**config.mk**
```make
export PLATFORM = sky130hd
export DESIGN_NAME = write_drain_buffer
export DESIGN_NICKNAME = d
export VERILOG_FILES = /design/src/rtl/wdb_pkg.sv /design/src/rtl/wdb_queue.sv /design/src/rtl/wdb_lookup.sv /design/src/rtl/wdb_port_arb.sv /design/src/rtl/write_drain_buffer.sv
export SDC_FILE = /design/constraint.sdc
export NUM_CORES = 1
export LEC_CHECK = 0
export BUFFER_PORTS_ARGS = -buffer_cell sky130_fd_sc_hd__buf_2
export CAP_MARGIN = 0
export CORE_UTILIZATION = 50
export CTS_CLUSTER_SIZE = 14
export DETAILED_ROUTE_END_ITERATION = 10
export PLACE_DENSITY = 0.74
export SLEW_MARGIN = 0
export SYNTH_ARGS = -nofsm -noshare
export SYNTH_HDL_FRONTEND = slang
export SYNTH_HIERARCHICAL = 1
export SYNTH_SLANG_ARGS = --single-unit
```
**constraint.sdc**
```tcl
create_clock -name clk_i -period 4.2 [get_ports clk_i]
set_clock_uncertainty 0.2 [all_clocks]
set_input_delay 0.42 -clock clk_i [delete_from_list [all_inputs] [get_ports clk_i]]
set_output_delay 0.42 -clock clk_i [all_outputs]
set_load 0.01 [all_outputs]
```
**src/rtl/wdb_pkg.sv**
```systemverilog
`timescale 1ns/1ps
package wdb_pkg;
  typedef enum logic [1:0] {
    ST_IDLE = 2'd0,
    ST_RD   = 2'd1,
    ST_WR   = 2'd2
  } port_state_e;
endpackage

```
**src/rtl/wdb_queue.sv**
```systemverilog
`timescale 1ns/1ps
module wdb_queue #(
  parameter int AW    = 8,
  parameter int DW    = 16,
  parameter int DEPTH = 4,
  localparam int PW   = $clog2(DEPTH)
) (
  input  logic                clk_i,
  input  logic                rst_ni,
  input  logic                push_i,
  input  logic [AW-1:0]       push_addr_i,
  input  logic [DW-1:0]       push_data_i,
  input  logic                pop_i,
  output logic [AW-1:0]       head_addr_o,
  output logic [DW-1:0]       head_data_o,
  output logic [PW-1:0]       head_ptr_o,
  output logic [PW:0]         occ_o,
  output logic                full_o,
  output logic                empty_o,
  output logic [DEPTH*AW-1:0] addr_flat_o,
  output logic [DEPTH*DW-1:0] data_flat_o
);
  logic [AW-1:0] addr_q [DEPTH];
  logic [DW-1:0] data_q [DEPTH];
  logic [PW-1:0] wr_ptr_q, rd_ptr_q;
  logic [PW:0]   occ_q;

  always_ff @(posedge clk_i or negedge rst_ni) begin
    if (!rst_ni) begin
      wr_ptr_q <= '0;
      rd_ptr_q <= '0;
      occ_q    <= '0;
    end else begin
      if (push_i) wr_ptr_q <= wr_ptr_q + 1'b1;
      if (pop_i)  rd_ptr_q <= rd_ptr_q + 1'b1;
      if (push_i && !pop_i)      occ_q <= occ_q + 1'b1;
      else if (pop_i && !push_i) occ_q <= occ_q - 1'b1;
    end
  end

  always_ff @(posedge clk_i) begin
    if (push_i) begin
      addr_q[wr_ptr_q] <= push_addr_i;
      data_q[wr_ptr_q] <= push_data_i;
    end
  end

  for (genvar g = 0; g < DEPTH; g++) begin : g_flat
    assign addr_flat_o[g*AW +: AW] = addr_q[g];
    assign data_flat_o[g*DW +: DW] = data_q[g];
  end

  assign head_addr_o = addr_q[rd_ptr_q];
  assign head_data_o = data_q[rd_ptr_q];
  assign head_ptr_o  = rd_ptr_q;
  assign occ_o       = occ_q;
  assign full_o      = (occ_q == (PW+1)'(DEPTH));
  assign empty_o     = (occ_q == '0);
endmodule

```
**src/rtl/wdb_lookup.sv**
```systemverilog
`timescale 1ns/1ps
module wdb_lookup #(
  parameter int AW    = 8,
  parameter int DW    = 16,
  parameter int DEPTH = 4,
  localparam int PW   = $clog2(DEPTH)
) (
  input  logic [DEPTH*AW-1:0] addr_flat_i,
  input  logic [DEPTH*DW-1:0] data_flat_i,
  input  logic [PW-1:0]       head_ptr_i,
  input  logic [PW:0]         occ_i,
  input  logic [AW-1:0]       rd_addr_i,
  output logic                hit_o,
  output logic [DW-1:0]       hit_data_o
);
  logic [PW-1:0] slot;

  // walk oldest to youngest; a later match overrides, so the youngest wins
  always_comb begin
    hit_o      = 1'b0;
    hit_data_o = '0;
    slot       = '0;
    for (int k = 0; k < DEPTH; k++) begin
      slot = head_ptr_i + PW'(k);
      if (((PW+1)'(k) < occ_i) && (addr_flat_i[slot*AW +: AW] == rd_addr_i)) begin
        hit_o      = 1'b1;
        hit_data_o = data_flat_i[slot*DW +: DW];
      end
    end
  end
endmodule

```
**src/rtl/wdb_port_arb.sv**
```systemverilog
`timescale 1ns/1ps
module wdb_port_arb
  import wdb_pkg::*;
#(
  parameter int AW = 8,
  parameter int DW = 16
) (
  input  logic          clk_i,
  input  logic          rst_ni,
  input  logic          rd_req_i,
  input  logic [AW-1:0] rd_addr_i,
  input  logic          hit_i,
  input  logic [DW-1:0] hit_data_i,
  input  logic          empty_i,
  input  logic [AW-1:0] head_addr_i,
  input  logic [DW-1:0] head_data_i,
  input  logic          mem_ack_i,
  input  logic [DW-1:0] mem_rdata_i,
  output logic          pop_o,
  output logic          mem_req_o,
  output logic          mem_we_o,
  output logic [AW-1:0] mem_addr_o,
  output logic [DW-1:0] mem_wdata_o,
  output logic          rd_valid_o,
  output logic [DW-1:0] rd_data_o
);
  port_state_e   state_q;
  logic [AW-1:0] addr_q;
  logic [DW-1:0] wdata_q, rdata_q;
  logic          rvalid_q;
  logic          rd_take;

  // a request seen while the previous answer is on the port is the same read
  assign rd_take = rd_req_i && !rvalid_q;

  always_ff @(posedge clk_i or negedge rst_ni) begin
    if (!rst_ni) begin
      state_q  <= ST_IDLE;
      addr_q   <= '0;
      wdata_q  <= '0;
      rdata_q  <= '0;
      rvalid_q <= 1'b0;
    end else begin
      rvalid_q <= 1'b0;
      unique case (state_q)
        ST_IDLE: begin
          if (rd_take) begin
            if (hit_i) begin
              rvalid_q <= 1'b1;
              rdata_q  <= hit_data_i;
            end else begin
              state_q <= ST_RD;
              addr_q  <= rd_addr_i;
            end
          end else if (!empty_i) begin
            state_q <= ST_WR;
            addr_q  <= head_addr_i;
            wdata_q <= head_data_i;
          end
        end
        ST_RD: begin
          if (mem_ack_i) begin
            state_q  <= ST_IDLE;
            rvalid_q <= 1'b1;
            rdata_q  <= mem_rdata_i;
          end
        end
        ST_WR: begin
          if (mem_ack_i) state_q <= ST_IDLE;
        end
        default: state_q <= ST_IDLE;
      endcase
    end
  end

  assign pop_o       = (state_q == ST_WR) && mem_ack_i;
  assign mem_req_o   = (state_q != ST_IDLE);
  assign mem_we_o    = (state_q == ST_WR);
  assign mem_addr_o  = addr_q;
  assign mem_wdata_o = wdata_q;
  assign rd_valid_o  = rvalid_q;
  assign rd_data_o   = rdata_q;
endmodule

```
**src/rtl/write_drain_buffer.sv**
```systemverilog
`timescale 1ns/1ps
module write_drain_buffer #(
  parameter int AW    = 8,
  parameter int DW    = 16,
  parameter int DEPTH = 4,
  localparam int PW   = $clog2(DEPTH)
) (
  input  logic          clk_i,
  input  logic          rst_ni,
  input  logic          wr_valid_i,
  input  logic [AW-1:0] wr_addr_i,
  input  logic [DW-1:0] wr_data_i,
  output logic          wr_full_o,
  input  logic          rd_req_i,
  input  logic [AW-1:0] rd_addr_i,
  output logic          rd_valid_o,
  output logic [DW-1:0] rd_data_o,
  output logic          mem_req_o,
  output logic          mem_we_o,
  output logic [AW-1:0] mem_addr_o,
  output logic [DW-1:0] mem_wdata_o,
  input  logic          mem_ack_i,
  input  logic [DW-1:0] mem_rdata_i
);
  logic                push, pop, full, empty, hit;
  logic [AW-1:0]       head_addr;
  logic [DW-1:0]       head_data, hit_data;
  logic [PW-1:0]       head_ptr;
  logic [PW:0]         occ;
  logic [DEPTH*AW-1:0] addr_flat;
  logic [DEPTH*DW-1:0] data_flat;

  assign push      = wr_valid_i && !full;
  assign wr_full_o = full;

  wdb_queue #(.AW(AW), .DW(DW), .DEPTH(DEPTH)) u_queue (
    .clk_i       (clk_i),
    .rst_ni      (rst_ni),
    .push_i      (push),
    .push_addr_i (wr_addr_i),
    .push_data_i (wr_data_i),
    .pop_i       (pop),
    .head_addr_o (head_addr),
    .head_data_o (head_data),
    .head_ptr_o  (head_ptr),
    .occ_o       (occ),
    .full_o      (full),
    .empty_o     (empty),
    .addr_flat_o (addr_flat),
    .data_flat_o (data_flat)
  );

  wdb_lookup #(.AW(AW), .DW(DW), .DEPTH(DEPTH)) u_lookup (
    .addr_flat_i (addr_flat),
    .data_flat_i (data_flat),
    .head_ptr_i  (head_ptr),
    .occ_i       (occ),
    .rd_addr_i   (rd_addr_i),
    .hit_o       (hit),
    .hit_data_o  (hit_data)
  );

  wdb_port_arb #(.AW(AW), .DW(DW)) u_arb (
    .clk_i       (clk_i),
    .rst_ni      (rst_ni),
    .rd_req_i    (rd_req_i),
    .rd_addr_i   (rd_addr_i),
    .hit_i       (hit),
    .hit_data_i  (hit_data),
    .empty_i     (empty),
    .head_addr_i (head_addr),
    .head_data_i (head_data),
    .mem_ack_i   (mem_ack_i),
    .mem_rdata_i (mem_rdata_i),
    .pop_o       (pop),
    .mem_req_o   (mem_req_o),
    .mem_we_o    (mem_we_o),
    .mem_addr_o  (mem_addr_o),
    .mem_wdata_o (mem_wdata_o),
    .rd_valid_o  (rd_valid_o),
    .rd_data_o   (rd_data_o)
  );
endmodule

```
==> impl_metrics.csv <==
group,metric,value,unit
finish,syn2layout_area_growth,14.3,%
global_routing,grt_pass1_vias,6068,
worst_setup_path,worst-path-buf-inv,3,
synthesis,yosysWarnings,6,
finish,layout_commonest_cell,"mux2_2",
finish,fillers,1387,
floorplanning,pin_count,97,
synthesis,postSynthCellCount,649,
route,drtAntennaViolNets,0,
pwr,power_density,740,mW/mm^2
timing,max-slew-margin-rel,36.4,%
worst_setup_path,cpMaxStageDelayCell,"dfrtp_4",
clocking,cts.repair.resized,0,
timing,tightest_slew,0.955,ns
flow_run,max_cap_viol_count,0,
placed_design,placed_cell_area,0.00970,sq mm
route,drt-initial-drc-count,487,
synthesis,synthFlopType,"edfxtp_1",
synthesis,synth_top_cell_by_area,"edfxtp_1",
floorplanning,die_area,0.0189,sq mm
global_routing,grt_pass1_wl,33.0,mm
timing,setup_tns,0,ns
min_path,hp-class,"in2reg",
floorplanning,start_util,51.1,%
placed_design,hpwl,14.3,mm
clocking,htree_levels,4,
timing,rsz0062_at_grt,"false",
pwr,p_comb_share,48.9,%
floorplanning,die_y,138,um
global_routing,grt.overflow.total,0,
synthesis,syn_area,0.00918,sq mm
synthesis,synth-edff-count,96,
finish,ff_latch_area,0.00414,sq mm
finish,final_cells,983,
timing,min_period_over_period,95.7,%
floorplanning,placementRows,49,
placed_design,port_buffers,96,
clocking,clkLatencyLatePin,0.42,ns
finish,drive_gt1_share,40.1,%
pwr,swShare,36.7,%
clocking,cts_sinks,146,
pwr,intPower,4.92,mW
global_routing,grt_usage,23.7,%
synthesis,ys_seq_elements,146,
finish,nets,803,
floorplanning,fp.dieW,138,um
finish,multi_input_comb_area,0.00465,sq mm
floorplanning,core_area,0.0180,sq mm
synthesis,synth_top_area_share,31.4,%
clocking,numCtsBuffers,17,
worst_setup_path,crit_family,"buffers and inverters",
timing,period_needed,4.02,ns
worst_setup_path,crit_arrival,4.13,ns
timing,fmax,249,MHz
synthesis,synthTopCellsByArea,"edfxtp_1 31%, dfrtp_1 14%, mux2_2 12%",
placed_design,dp_slack,0.220,ns
timing,fin_ws,0.180,ns
clocking,cts_buffer_depth,2,
synthesis,ys_types,69,
worst_setup_path,critPathLaunchType,"flop",
worst_setup_path,slowest_delay,0.61,ns
route,routed_wl,21.8,mm
pwr,ir_drop,338,uV
synthesis,ys_async_sr_fraction,34.2,%
clocking,clk_pin_slew_worst_paths,0.06,ns
route,first_pass_iters,5,
synthesis,synth.avg_cell_area,14.1,sq um
global_routing,grt_max_degree,51,
route,drc,0,
clocking,clockRootBuffer,"clkbuf_16",
pwr,pwr-share-seq,30.5,%
worst_setup_path,cp-end-kind,"flop",
outcome,outcome,"completed",
synthesis,synth_nets,712,
clocking,cts_tree,"built",
route,wl_per_cell,22.1,um
worst_setup_path,crit_chain,"inv_1 -> mux2i_1 -> xnor2_1 -> nand2_1 -> nor4_4 -> buf_4 -> nor2_1 -> nand2_1 -> nand3b_4 -> a22oi_4 -> buf_4 -> mux2_2",
timing,hold_viol_final,0,
timing,maxSlewViolCount,0,
placed_design,gp_congestion,0.868,
worst_setup_path,critPathKind,"reg2reg",
finish,mostFrequentLayoutCells,"99 x mux2_2, 96 x buf_2, 96 x edfxtp_1, 92 x mux2i_1, 48 x dfrtp_1",
route,num_vias,6054,
pwr,power.leakage,4.36,nW
timing,setup-violations-final,0,
pwr,switchingPower,2.85,mW
route,vias_per_cell,6.16,
worst_setup_path,worstPathMaxFanout,19,
synthesis,yosysSeqAreaShare,45.0,%
pwr,total_power,7.77,mW
finish,fin_area,0.0105,sq mm
global_routing,antenna_found_initial,1,
worst_setup_path,worstPathRequired,4.31,ns
pwr,power_frac_clock,20.6,%
placed_design,dp_cells,934,
==> routing by layer <==
metal | GRT usage, % | part of all wire, % | vias to the layer above
li1 | - | - | 2744
met1 | 31.9 | 46 | 3073
met2 | 37.7 | 47 | 199
met3 | 4.56 | 5.1 | 38
met4 | 8.97 | 2.0 | 0
met5 | 0 | 0 | -
==> cells in the mapped netlist, drive strengths merged (3+ instances only) <==
library cell / instances
buf: 36
a21oi: 5
inv: 11
nor3b: 3
nor3: 10
nor4: 5
edfxtp: 96
and3: 3
nor2b: 3
xnor2: 22
a221o: 28
a22oi: 4
nor2: 10
o221ai: 4
xor2: 19
ha: 9
mux4: 28
a22o: 16
mux2: 120
nand2: 10
nand2b: 5
dfrtp: 50
o21ai: 9
and2: 7
mux2i: 92
clkbuf: 16
==> metrics by stage <==
stage	util, %	hold slack [ns]
2_1_floorplan	-	-0.0756
3_3_place_gp	54.0	0.284
3_5_place_dp	54.0	0.291
4_1_cts	58.3	0.000972
5_1_grt	58.4	0.00716
6_report	58.4	0.0156
==> final timing paths <==
kind                            slack (ns)                    to  cells after the start                   from
worst max register to register        0.18    u_arb/rd_data_o[2]                     12  u_queue/head_ptr_o[0]
worst min register to register        0.30  u_arb/mem_wdata_o[1]                      1   u_arb/mem_wdata_o[1]
max in group asynchronous             2.53   u_arb/mem_addr_o[7]                      3                 rst_ni
worst min-delay path                  0.02  u_queue/addr_q[3][6]                      1           wr_addr_i[6]
min in group asynchronous             0.45  u_arb/mem_wdata_o[3]                      2                 rst_ni
worst max-delay path                  0.18    u_arb/rd_data_o[2]                     12  u_queue/head_ptr_o[0]
==> power groups by stage <==
stage / Sequential, mW / Combinational (mW) / Clock [mW]
global placement: 2.39 / 3.56 / 0
floorplan: 2.30 / 3.02 / 0
finish: 2.37 / 3.80 / 1.60
detailed placement: 2.42 / 3.67 / 0
CTS: 2.40 / 3.71 / 1.63
global route: 2.43 / 4.07 / 1.68
==> area by class of cell <==
class,instances,share of cell area (%)
multi-input combinational,440,44.3
timing repair buffer,124,7.18
sequential,146,39.5
clock buffer,18,4.29
tap,229,2.73
inverter,11,0.393
clock inverter,14,1.65
antenna,1,0.0238
==> kinds of logic (layout without fill, tap and decap cells) <==
| group | count (synthesis) | after routing | synth area share (%) |
|---|---|---|---|
| muxes | 240 | 240 | 32.7 |
| DFF | 146 | 146 | 45.0 |
| AOI/OAI and AO/OA | 84 | 84 | 7.82 |
| and+or+nand+nor | 65 | 65 | 4.72 |
| buffers and inverters | 63 | 167 | 4.40 |
| xor gates and xnor gates | 41 | 41 | 3.91 |
| adders and majority gates | 10 | 10 | 1.44 |
| other | 0 | 1 | 0 |
==> worst register-to-register path: stages, from the launching register on <==
cell and delay [ns]:
dfrtp_4 0.61, inv_1 0.49, mux2i_1 0.29, xnor2_1 0.15, nand2_1 0.14, nor4_4 0.37
buf_4 0.34, nor2_1 0.12, nand2_1 0.18, nand3b_4 0.13, a22oi_4 0.19, buf_4 0.32
mux2_2 0.39
==> registers in the layout, indices dropped and copies added (netlist names) <==
register,count
u_arb/mem_addr_o,8
u_arb/rd_valid_o,1
u_arb/mem_wdata_o,16
u_queue/addr_q,32
u_queue/wr_ptr_q,2
u_queue/occ_o,3
u_arb/state_q,2
u_arb/rd_data_o,16
u_queue/data_q,64
u_queue/head_ptr_o,2
==> what timing repair did <==
item                                    4_1_cts  5_1_grt
hold buffers                                 15        0
endpoints found under the hold margin        88        0
endpoints found under the setup margin        0       16
setup buffers                                 0        1
Power figures use the tool's default switching activity.
